## config.mk

```make
export PLATFORM = sky130hd
export DESIGN_NAME = irq_agg
export DESIGN_NICKNAME = d
export VERILOG_FILES = /design/src/rtl/irq_agg_pkg.sv /design/src/rtl/irq_sync_fall.sv /design/src/rtl/irq_ext_chan.sv /design/src/rtl/irq_flag_bank.sv /design/src/rtl/irq_agg.sv
export SDC_FILE = /design/constraint.sdc
export NUM_CORES = 1
export LEC_CHECK = 0
export ABC_AREA = 1
export BUFFER_PORTS_ARGS = -buffer_cell sky130_fd_sc_hd__buf_2
export CAP_MARGIN = 0
export CORE_AREA = 2 2 57 59
export DETAILED_ROUTE_END_ITERATION = 7
export DIE_AREA = 0 0 59 61
export MAX_ROUTING_LAYER = met4
export PLACE_DENSITY = 0.76
export SETUP_SLACK_MARGIN = 0.4
export SYNTH_ARGS = -nofsm -noshare
export SYNTH_HDL_FRONTEND = slang
export SYNTH_SLANG_ARGS = --single-unit
```

## constraint.sdc

```tcl
create_clock -name clk_i -period 1.1 [get_ports clk_i]
set_clock_uncertainty 0.05 [all_clocks]
set_input_delay 0.275 -clock clk_i [delete_from_list [all_inputs] [get_ports clk_i]]
set_output_delay 0.275 -clock clk_i [all_outputs]
set_load 0.03 [all_outputs]
```

## src/rtl/irq_agg_pkg.sv

```systemverilog
package irq_agg_pkg;
  localparam int NFLAG       = 16;
  localparam int NVEC        = 10;
  localparam int VEC_W       = 4;
  localparam int SYNC_STAGES = 2;

  // flag positions
  localparam int F_EXT0  = 0;
  localparam int F_EXT1  = 1;
  localparam int F_TMR0  = 2;
  localparam int F_TMR1  = 3;
  localparam int F_TMR2  = 4;
  localparam int F_T2X   = 5;
  localparam int F_U0RX  = 6;
  localparam int F_U0TX  = 7;
  localparam int F_U1RX  = 8;
  localparam int F_U1TX  = 9;
  localparam int F_SPI   = 10;
  localparam int F_I2C   = 14;
  localparam int F_ADC   = 15;

  // vector indices
  localparam int V_EXT0  = 0;
  localparam int V_TMR0  = 1;
  localparam int V_EXT1  = 2;
  localparam int V_TMR1  = 3;
  localparam int V_UART0 = 4;
  localparam int V_TMR2  = 5;
  localparam int V_SPI   = 6;
  localparam int V_I2C   = 7;
  localparam int V_ADC   = 8;
  localparam int V_UART1 = 9;
endpackage

```

## src/rtl/irq_sync_fall.sv

```systemverilog
module irq_sync_fall #(
  parameter int STAGES = 2
) (
  input  logic clk_i,
  input  logic rst_ni,
  input  logic pin_i,
  output logic cur_o,
  output logic fall_o
);
  logic [STAGES-1:0] sync_q;
  logic              prev_q;

  always_ff @(posedge clk_i or negedge rst_ni) begin
    if (!rst_ni) begin
      sync_q <= '1;
      prev_q <= 1'b1;
    end else begin
      sync_q <= {sync_q[STAGES-2:0], pin_i};
      prev_q <= sync_q[STAGES-1];
    end
  end

  assign cur_o  = sync_q[STAGES-1];
  assign fall_o = prev_q & ~cur_o;


  single_fall_chk: assert property (@(posedge clk_i) disable iff (!rst_ni)
    fall_o |=> !fall_o);
endmodule

```

## src/rtl/irq_ext_chan.sv

```systemverilog
module irq_ext_chan #(
  parameter int STAGES = 2
) (
  input  logic clk_i,
  input  logic rst_ni,
  input  logic pin_i,
  input  logic edge_i,
  input  logic ack_hit_i,
  output logic cur_o,
  output logic set_o,
  output logic ack_clr_o
);
  logic fall;

  irq_sync_fall #(.STAGES(STAGES)) u_sync (
    .clk_i (clk_i),
    .rst_ni(rst_ni),
    .pin_i (pin_i),
    .cur_o (cur_o),
    .fall_o(fall)
  );

  // edge: one pulse per falling edge; level: assert while low
  assign set_o     = edge_i ? fall : ~cur_o;
  assign ack_clr_o = ack_hit_i & edge_i;
endmodule

```

## src/rtl/irq_flag_bank.sv

```systemverilog
module irq_flag_bank #(
  parameter int N = 16
) (
  input  logic         clk_i,
  input  logic         rst_ni,
  input  logic [N-1:0] set_i,
  input  logic [N-1:0] clr_i,
  output logic [N-1:0] q_o
);
  for (genvar i = 0; i < N; i++) begin : g_flag
    always_ff @(posedge clk_i or negedge rst_ni) begin
      if (!rst_ni)       q_o[i] <= 1'b0;
      else if (set_i[i]) q_o[i] <= 1'b1;   // set wins
      else if (clr_i[i]) q_o[i] <= 1'b0;
    end


    set_wins_chk: assert property (@(posedge clk_i) disable iff (!rst_ni)
      set_i[i] |=> q_o[i]);

    clear_chk: assert property (@(posedge clk_i) disable iff (!rst_ni)
      (clr_i[i] && !set_i[i]) |=> !q_o[i]);
  end
endmodule

```

## src/rtl/irq_agg.sv

```systemverilog
module irq_agg
  import irq_agg_pkg::*;
(
  input  logic             clk_i,
  input  logic             rst_ni,
  input  logic [1:0]       ext_pin_i,
  input  logic [1:0]       ext_edge_i,
  input  logic             t2x_pin_i,
  input  logic             t0_mode3_i,
  input  logic [2:0]       tmr_ovf_i,
  input  logic [1:0]       uart_rx_done_i,
  input  logic [1:0]       uart_tx_done_i,
  input  logic [3:0]       spi_evt_i,
  input  logic [3:0]       i2c_evt_i,
  input  logic             adc_done_i,
  input  logic [NFLAG-1:0] sw_clr_i,
  input  logic             ack_i,
  input  logic [VEC_W-1:0] ack_vec_i,
  output logic [NFLAG-1:0] flag_o,
  output logic [NVEC-1:0]  irq_o
);
  localparam int NEXT = 2;
  localparam int EXT_FLAG [NEXT] = '{F_EXT0, F_EXT1};
  localparam int EXT_VEC  [NEXT] = '{V_EXT0, V_EXT1};

  logic [NVEC-1:0]  ack_hit;
  logic [NEXT-1:0]  ext_cur, ext_set, ext_ack_clr;
  logic             t2x_cur, t2x_fall;
  logic [NFLAG-1:0] flag_set, hw_clr;

  for (genvar v = 0; v < NVEC; v++) begin : g_ack
    assign ack_hit[v] = ack_i && (ack_vec_i == VEC_W'(v));
  end

  for (genvar n = 0; n < NEXT; n++) begin : g_ext
    irq_ext_chan #(.STAGES(SYNC_STAGES)) u_chan (
      .clk_i    (clk_i),
      .rst_ni   (rst_ni),
      .pin_i    (ext_pin_i[n]),
      .edge_i   (ext_edge_i[n]),
      .ack_hit_i(ack_hit[EXT_VEC[n]]),
      .cur_o    (ext_cur[n]),
      .set_o    (ext_set[n]),
      .ack_clr_o(ext_ack_clr[n])
    );
  end

  irq_sync_fall #(.STAGES(SYNC_STAGES)) u_t2x (
    .clk_i (clk_i),
    .rst_ni(rst_ni),
    .pin_i (t2x_pin_i),
    .cur_o (t2x_cur),
    .fall_o(t2x_fall)
  );

  always_comb begin
    flag_set             = '0;
    flag_set[F_EXT0]     = ext_set[0];
    flag_set[F_EXT1]     = ext_set[1];
    flag_set[F_TMR0]     = tmr_ovf_i[0];
    flag_set[F_TMR1]     = tmr_ovf_i[1];
    flag_set[F_TMR2]     = tmr_ovf_i[2];
    flag_set[F_T2X]      = t2x_fall;
    flag_set[F_U0RX]     = uart_rx_done_i[0];
    flag_set[F_U0TX]     = uart_tx_done_i[0];
    flag_set[F_U1RX]     = uart_rx_done_i[1];
    flag_set[F_U1TX]     = uart_tx_done_i[1];
    flag_set[F_SPI+:4]   = spi_evt_i;
    flag_set[F_I2C]      = |i2c_evt_i;
    flag_set[F_ADC]      = adc_done_i;

    // only single-cause sources retire on acknowledge
    hw_clr               = '0;
    hw_clr[F_EXT0]       = ext_ack_clr[0];
    hw_clr[F_EXT1]       = ext_ack_clr[1];
    hw_clr[F_TMR0]       = ack_hit[V_TMR0];
    hw_clr[F_TMR1]       = ack_hit[V_TMR1];
  end

  irq_flag_bank #(.N(NFLAG)) u_bank (
    .clk_i (clk_i),
    .rst_ni(rst_ni),
    .set_i (flag_set),
    .clr_i (sw_clr_i | hw_clr),
    .q_o   (flag_o)
  );

  always_comb begin
    irq_o          = '0;
    irq_o[V_EXT0]  = flag_o[F_EXT0];
    irq_o[V_TMR0]  = flag_o[F_TMR0] & ~t0_mode3_i;
    irq_o[V_EXT1]  = flag_o[F_EXT1];
    irq_o[V_TMR1]  = flag_o[F_TMR1];
    irq_o[V_UART0] = flag_o[F_U0RX] | flag_o[F_U0TX];
    irq_o[V_TMR2]  = flag_o[F_TMR2] | flag_o[F_T2X];
    irq_o[V_SPI]   = |flag_o[F_SPI+:4];
    irq_o[V_I2C]   = flag_o[F_I2C];
    irq_o[V_ADC]   = flag_o[F_ADC];
    irq_o[V_UART1] = flag_o[F_U1RX] | flag_o[F_U1TX];
  end


  edge_ack_clr_chk: assert property (@(posedge clk_i) disable iff (!rst_ni)
    (ack_i && ack_vec_i == VEC_W'(V_EXT0) && ext_edge_i[0] && !ext_set[0])
    |=> !flag_o[F_EXT0]);

  level_hold_chk: assert property (@(posedge clk_i) disable iff (!rst_ni)
    (!ext_edge_i[1] && !ext_cur[1]) |=> flag_o[F_EXT1]);

  t2_no_ack_clr_chk: assert property (@(posedge clk_i) disable iff (!rst_ni)
    (ack_hit[V_TMR2] && flag_o[F_TMR2] && !sw_clr_i[F_TMR2]) |=> flag_o[F_TMR2]);

  t2x_set_chk: assert property (@(posedge clk_i) disable iff (!rst_ni)
    (t2x_fall && $past(t2x_cur)) |=> flag_o[F_T2X]);

  uart_no_ack_clr_chk: assert property (@(posedge clk_i) disable iff (!rst_ni)
    (ack_hit[V_UART0] && flag_o[F_U0RX] && !sw_clr_i[F_U0RX]) |=> flag_o[F_U0RX]);

  t0_mode3_chk: assert property (@(posedge clk_i) disable iff (!rst_ni)
    irq_o[V_TMR0] |-> flag_o[F_TMR0]);
endmodule

```

# [Word-level counts from Yosys, hierarchy flattened]
# Index checks and enable logic that the tools add are counted.
[classes] n_eq_ne=3 mux=34 bitwise=14 reduce_logical=23
[op_table] cell="two-way mux 1 bit" n=34
[op_table] cell="nonzero test 2 bit" n=16
[op_table] cell="bitwise OR 16 x 4 -> 16 bit" n=1
[op_table] cell="== test 4 x 2 -> 1 bit (second input constant)" n=2
[op_table] cell="OR reduction 4 bit" n=2
[op_table] cell="AND 1 bit" n=6
[op_table] cell="== test 4 x 1 -> 1 bit (second input constant)" n=1
[op_table] cell="logical AND 1 bit" n=4
[op_table] cell="zero test 4 bit" n=1
[op_table] cell="inverter 1 bit" n=4
[op_table] cell="bitwise OR 1 bit" n=3
[word_totals] ff_bits=25 input_bits=45 wordCells=96

# [Logic depth before layout (Yosys ltp)]
# Gate-level depths: netlist (run 1).
[depth] word_depth=6 ltp_mapped=5 mapped_depth_nobuf=5

# [Hierarchy]
# Synthesis (run 1) repeated with hierarchy kept, for this count alone.
[hier_totals] cells_unflattened=136 area_unflattened_um2=1099.8
[by_module_without_submodules] module="irq_flag_bank" instances=1 cells_each=80 area_each_um2=640.6 seq_area_each_um2=400.4
[by_module_without_submodules] module="irq_sync_fall" instances=3 cells_each=5 area_each_um2=88.8 seq_area_each_um2=78.8
[by_module_without_submodules] module="irq_agg" instances=1 cells_each=33 area_each_um2=160.2 seq_area_each_um2=0.0
[by_module_without_submodules] module="irq_ext_chan" instances=2 cells_each=4 area_each_um2=16.3 seq_area_each_um2=0.0

# [Least setup slack after synthesis (run 1)]
# OpenSTA, ideal clock, no wires.
[synth_timing] path_type="flip-flop to output port" from="register u_bank.q_o[2]" to="output port irq_o[1]" arrival_ps=993 required_time_ps=775 setup_slack_ps=-218 path_stages_with_launch=3 n_path_buf=0 path_cell_list="dfrtp_1 inv_1 nor2_1"
[synth_between] elab_chain_len=1
[synth_rtl] item="start: declaration" line_no="irq_flag_bank.sv:8" source="output logic [N-1:0] q_o"
[synth_rtl] item="start signal: indexed assignment" line_no="irq_flag_bank.sv:12" source="if (!rst_ni) q_o[i] <= 1'b0;"
[synth_rtl] item="start signal: indexed assignment" line_no="irq_flag_bank.sv:13" source="else if (set_i[i]) q_o[i] <= 1'b1;"
[synth_rtl] item="start signal: indexed assignment" line_no="irq_flag_bank.sv:14" source="else if (clr_i[i]) q_o[i] <= 1'b0;"
[synth_rtl] item="AND 1 bit" line_no="irq_agg.sv:91" source="irq_o[V_TMR0] = flag_o[F_TMR0] & ~t0_mode3_i;"
[synth_rtl] item="end: declaration" line_no="irq_agg.sv:20" source="output logic [NVEC-1:0] irq_o"
# No other way between the ends.

# [Worst setup path in the final report (run 1)]
[layout_timing] from="register u_bank.q_o[12]" to="output port irq_o[6]"
[layout_between] elab_chain_len=1
[layout_rtl] item="OR reduction 4 bit" line_no="irq_agg.sv:96" source="irq_o[V_SPI] = |flag_o[F_SPI+:4];"
# No other way between the ends.

==> metrics.txt, run 1 <==
Area Growth Syn to Fin=75.85%; CTS buffer count=3; initial antenna violation count=0; main combinational cell family by area after synthesis=buffers and inverters; Placed Cells=196; Tot Pwr=1.991 mW; global placer's final weighted congestion=0.7036; Rel. slew slack=88.61%; NetSw=579.9 uW; Yosys top cell by area=dfrtp_1; area share of the largest cell type after synthesis=40.25%; input/output buffers=70; dpl hpwl=1.655 mm; simple-gate area share of the yosys netlist=12.70%; status=complete, but fails checks; Starting DRT DRC Count=6; last element of the critical path=irq_o[6]; Required @ worst endpoint=0.77 ns; H-tree Lvls=1; Slowest-stage cell, CP=dfrtp_2; max incr delay on CP=0.44 ns; Worst Max-Slew Pin Slew=0.1709 ns; fin cells=213; die footprint=0.003599 sq mm; Clock power frac=20.1%; vias per cell=4.324; FF+latch count, synth=25; register area share after synthesis=64.03%; core area=0.002953 sq mm; critical path endpoint category=primary output; CP Max Fanout=2; Initial Util=33.69%; # setup viols final=26; height of the die=61 um; Slew Limit Fails=0; Hold WS=-0.2848 ns; final-report hold violation count=19; gr ovfl total=0; largest cells by area after synthesis=dfrtp_1 40%, dfstp_2 24%, o21bai_1 9.1%; cell count along the critical path=3; row count=20; post-synthesis adder-cell area fraction=0%; syn_nets=142; detailed-route via count=921; failing checks=negative hold slack, negative setup slack; clock slew seen by the registers of the worst setup and hold paths=0.14 ns; minimum clock period=1.400 ns; Hold WC Path Type=input pin to async pin; worst r2r src=u_bank.q_o[1]; largest net degree at the start of global routing=21; Root Driver=clkbuf_4; # IOs=71; Remaining DRCs=0; kind of critical path=flip-flop to primary output; setup ws final=-0.3000 ns; Die W=59 um; first-pass GRT wire length=3.484 mm; max_cap viols=0; vias in the first global route=866; switch share=29.12%; CP Launch Point=u_bank.q_o[12]; Top delay family on crit path=flip-flops; routed wirelength normalized by instance count=10.72 um; GRT Util Overall=13.56%; drt first pass iters=4; worst r2r dst=u_bank.q_o[1]; Comb pwr share=27.5%; compound-gate portion of the synthesized area=10.44%; Unique masters post-synth=14; final net count=226; Max clock buf depth=2; multiplexer share of the synthesized area=0%; RSZ-0062 raised after global routing=true; crit-path cells=inv_2, nand4_1, buf_6; post-route ant nets=0; fillers=250; mapped cell area=994.7 sq um; Worst EP arrival=1.07 ns; synthesized area per cell=10.25 sq um; # hold bufs at CTS=3; share of layout cells above drive strength 1=75.56%; ANT cells=0; clock sink count=25; Max Freq=714.3 MHz; crit start category=flip-flop; Reg2Reg Setup Slack=0.11 ns; Syn. warnings=0; drt total wl=2.284 mm; internal power=1.412 mW; Post-Synth XOR/XNOR Area=0%; Power Density=1138 mW/mm^2; Syn Inst Count=97; worst path bufs/invs=2; P_leak=0.9330 nW; r2r worst-path depth=6; clk_lat worst skew=0.31 ns; Reg power frac=52.4%; maximum vdd ir drop=756.0 uV; CTS tree=built; final worst-path cycle share=127.3%
[how the worst min path moves through the flow]
stage | cells past startpoint | endpoint | startpoint
after CTS | 1 | u_bank.q_o[0] | rst_ni
after global routing | 1 | u_bank.q_o[0] | rst_ni
after floorplan | 0 | u_bank.q_o[0] | rst_ni
after global placement | 1 | u_bank.q_o[0] | rst_ni
final | 1 | u_bank.q_o[0] | rst_ni
after detailed placement | 1 | u_bank.q_o[0] | rst_ni
[registers in the layout, indices dropped and copies added (netlist names)]
signal and cells:
g_ext.u_chan.u_sync.prev_q 2, u_t2x.sync_q 2, u_t2x.prev_q 1, g_ext.u_chan.u_sync.sync_q 4, u_bank.q_o 16
[power groups by stage]
stage               clock network [mW]  logic (mW)  registers, mW
floorplan                            0       0.163           1.13
global placement                     0       0.400           1.04
detailed placement                   0       0.406           1.05
CTS                              0.430       0.514           1.04
global route                     0.472       0.591           1.05
finish                           0.401       0.547           1.04
[cell type report]
type                       count  area [sq um]  share of cell area, %
sequential                    25         656.9                  37.55
tap                           33         41.29                  2.361
timing repair buffer          84         660.6                  37.77
inverter                      24         90.09                  5.150
multi-input combinational     43         274.0                  15.67
clock buffer                   4         26.28                  1.502
[worst reg2reg max path: stages (launching register included)]
cell and delay, ns:
dfrtp_2 0.45, buf_6 0.12, buf_6 0.10, inv_2 0.04
nor2_2 0.03, nand2_1 0.04, nand2_1 0.05
[stage by stage]
step	hold WS [ns]	utilization, %	setup WS, ns	cell area [sq um]	TNS (ns)
2_1_floorplan	-0.07059	-	-0.07115	1064	-0.07115
6_report	-0.2848	59.24	-0.3000	1749	-4.039
4_1_cts	-0.2906	56.86	-0.3052	1679	-4.339
5_1_grt	-0.3036	59.24	-0.3779	1749	-5.338
3_5_place_dp	0.07336	48.05	0.07112	1419	0
3_3_place_gp	0.06503	48.05	0.07258	1419	0
[metal layers]
| metal | routed length, um | GRT usage, % | part of all wire [%] | up-vias |
|---|---|---|---|---|
| li1 | - | - | - | 452 |
| met1 | 873 | 15.93 | 38 | 416 |
| met2 | 1201 | 22.70 | 53 | 51 |
| met3 | 187 | 2.559 | 8.2 | 2 |
| met4 | 22 | 5.844 | 0.96 | 0 |
| met5 | 0 | - | 0 | - |
[cells in the mapped netlist]
cell / number
dfrtp_1: 16
nand4_1: 1
nand2_1: 12
nor2_4: 1
dfstp_2: 9
nor2_1: 10
inv_2: 7
o22ai_1: 1
o211ai_1: 1
inv_1: 17
buf_4: 5
o21bai_1: 12
nand3_1: 4
nor2_2: 1
[logic make-up (layout without fill, tap and decap cells)]
logic type             count (synthesis)  in the layout
AND/OR/NAND/NOR                       29             29
buffers and inverters                 29            112
flip-flops                            25             25
AO/OA/AOI/OAI                         14             14
[cells in the final DEF (no fill, tap or decap)]
cell type        n
dfstp_2          9
dlygate4sd3_1    2
nand4_1          1
clkbuf_4         3
clkbuf_1         1
o22ai_2          1
nor2_1           6
inv_1            7
dlymetal6s4s_1   1
o21bai_1        12
buf_4            3
nor2_2           4
buf_6           32
buf_2           45
buf_12           1
nand2_1          9
nand3_1          4
inv_2           17
nand2_4          3
nor2_4           2
dfrtp_2         16
o211ai_1         1
[repair_timing]
action                     CTS  global route
pin swaps                    5             7
resized for setup           56            12
setup buffers                5             5
setup endpoints to repair   37            44
hold endpoints to repair    22            19
Note: power is estimated with default switching activity, not from simulation.
==> run 2, diff against run 1 <==
GPL_ROUTABILITY_DRIVEN = 1   (was unset)
SETUP_SLACK_MARGIN = unset   (was 0.4)
==> run 2 against run 1 <==
Net effect:
- the run ends with negative setup slack left
- non-clock buffer count did not move
- clock-buffer cell count fell by 1
- largest power group unchanged
- flip-flop and latch count did not move
- largest cell class is now sequential cells
==> metrics.txt, run 2 (synthesis results as in run 1) <==
input/output buffers=70; share of layout cells above drive strength 1=67.22%; vias in the first global route=913; post-route cell area=0.001679 sq mm; Largest Register=u_bank.q_o; Remaining DRCs=0; Rel. slew slack=73.33%; core area=0.002953 sq mm; RSZ-0062 raised after global routing=true; fin cells=213; commonest non-fill, non-tap cells in the layout=45 x buf_2, 26 x buf_6, 12 x inv_2, 12 x o21bai_1, 12 x inv_1; maximum vdd ir drop=677.3 uV; Max clock buf depth=2; Clock power frac=20.3%; row count=20; clock slew seen by the registers of the worst setup and hold paths=0.14 ns; largest net degree at the start of global routing=20; GRT Util Overall=14.25%; Hold WC Path Type=input pin to flip-flop; TNS Setup=-3.810 ns; initial antenna violation count=0; commonest non-fill, non-tap cell in the layout=buf_2; kind of critical path=flip-flop to primary output; first-pass GRT wire length=3.636 mm; die footprint=0.003599 sq mm; H-tree Lvls=1; ANT cells=0; CTS buffer count=3; Area Growth Syn to Fin=68.80%; Power Density=1155 mW/mm^2; CP Max Fanout=2; Worst Max-Slew Pin Slew=0.4001 ns; max_cap viols=0; Reg power frac=53.5%; drt total wl=2.200 mm; final worst-path cycle share=128.0%; # setup viols final=26; Root Driver=clkbuf_4; final-report hold violation count=0; dpl hpwl=1.613 mm; failing checks=negative setup slack; Initial Util=33.69%; # IOs=71; number of flip-flops in the largest register=16; CTS tree=built; Max Freq=710.1 MHz; global placer's final weighted congestion=0.6684; P_leak=0.9054 nW; detailed-route via count=892; Die W=59 um; Tot Pwr=1.940 mW; Regs by FF count=u_bank.q_o: 16 flops, g_ext.u_chan.u_sync.sync_q: 4 flops; post-route ant nets=0; clock sink count=25; Slew Limit Fails=0; critical path endpoint category=primary output; gr ovfl total=0; Comb pwr share=26.2%; DP Worst Slack=0.07162 ns; clk_lat worst skew=0.30 ns; status=complete, but fails checks; Worst EP arrival=1.08 ns; crit start category=flip-flop; Starting DRT DRC Count=19; vias per cell=4.188; height of the die=61 um; Placed Cells=197; placed instance area=0.001384 sq mm; setup ws final=-0.3082 ns; internal power=1.379 mW; final net count=226; Required @ worst endpoint=0.77 ns; drt first pass iters=2; NetSw=560.9 uW; minimum clock period=1.408 ns; routed wirelength normalized by instance count=10.33 um; switch share=28.91%
[run 2: changes by cell type in the layout (fill, tap and decap cells not counted), moves of 5 or more]
cell | before | now
dfrtp_2 | 16 | 10
inv_1 | 7 | 12
buf_4 | 3 | 9
inv_2 | 17 | 12
dfrtp_1 | 0 | 6
buf_6 | 32 | 26
[run 2: final cells by class]
class                   instances  area [sq um]
clock buffers                   3         22.52
clock inverters                 1         5.005
fillers                       266          1274
inverters                      24         90.09
multi-input cells              43         245.2
flip-flops and latches         25         649.4
well taps                      33         41.29
repair buffers                 84         625.6
[run 2: per-layer routing]
layer | track usage, % | up-vias | share of wire (%)
met5 | - | - | 0
met4 | 6.818 | 0 | 0.64
met3 | 3.412 | 2 | 8.8
met2 | 24.60 | 47 | 51
met1 | 15.41 | 389 | 39
li1 | - | 454 | -
[run 2: metrics by stage]
stage / utilization [%] / hold WS (ns)
2_1_floorplan: - / -0.07059
3_3_place_gp: 46.86 / 0.1809
3_5_place_dp: 46.86 / 0.1820
4_1_cts: 55.76 / 0.04973
5_1_grt: 56.86 / 0.03443
6_report: 56.86 / 0.06380
[run 2: worst max-delay path, stage by stage, from the launching register on]
cell and delay [ns]:
dfrtp_2 0.43, inv_2 0.06, nand4_1 0.12, buf_6 0.16
[run 2: worst paths after layout]
path                                             startpoint                               end  slack, ns  cells after the start
setup / recovery                             u_bank.q_o[11]                          irq_o[6]      -0.31                      3
hold / removal                                  sw_clr_i[4]                     u_bank.q_o[4]       0.06                      2
setup reg to reg                              u_bank.q_o[7]                     u_bank.q_o[7]       0.19                      4
hold reg to reg            g_ext[1].u_chan.u_sync.sync_q[0]  g_ext[1].u_chan.u_sync.sync_q[1]       0.32                      0
max in group asynchronous                            rst_ni                     u_bank.q_o[7]       0.22                      3
min in group asynchronous                            rst_ni                    u_bank.q_o[11]       0.34                      2
[run 2: what timing repair did]
item / 4_1_cts / 5_1_grt
resized for setup: 53 / 4
hold buffers: 4 / 0
endpoints found under the hold margin: 11 / 0
setup buffers: 5 / 3
cloned: 0 / 0
setup endpoints to repair: 26 / 26
pin swaps: 2 / 1
[run 2: power groups by stage]
stage               sequential, mW  combinational, mW  clock, mW
CTS                           1.04              0.493      0.422
global route                  1.05              0.550      0.464
finish                        1.04              0.507      0.394
floorplan                     1.13              0.144          0
detailed placement            1.04              0.389          0
global placement              1.04              0.385          0
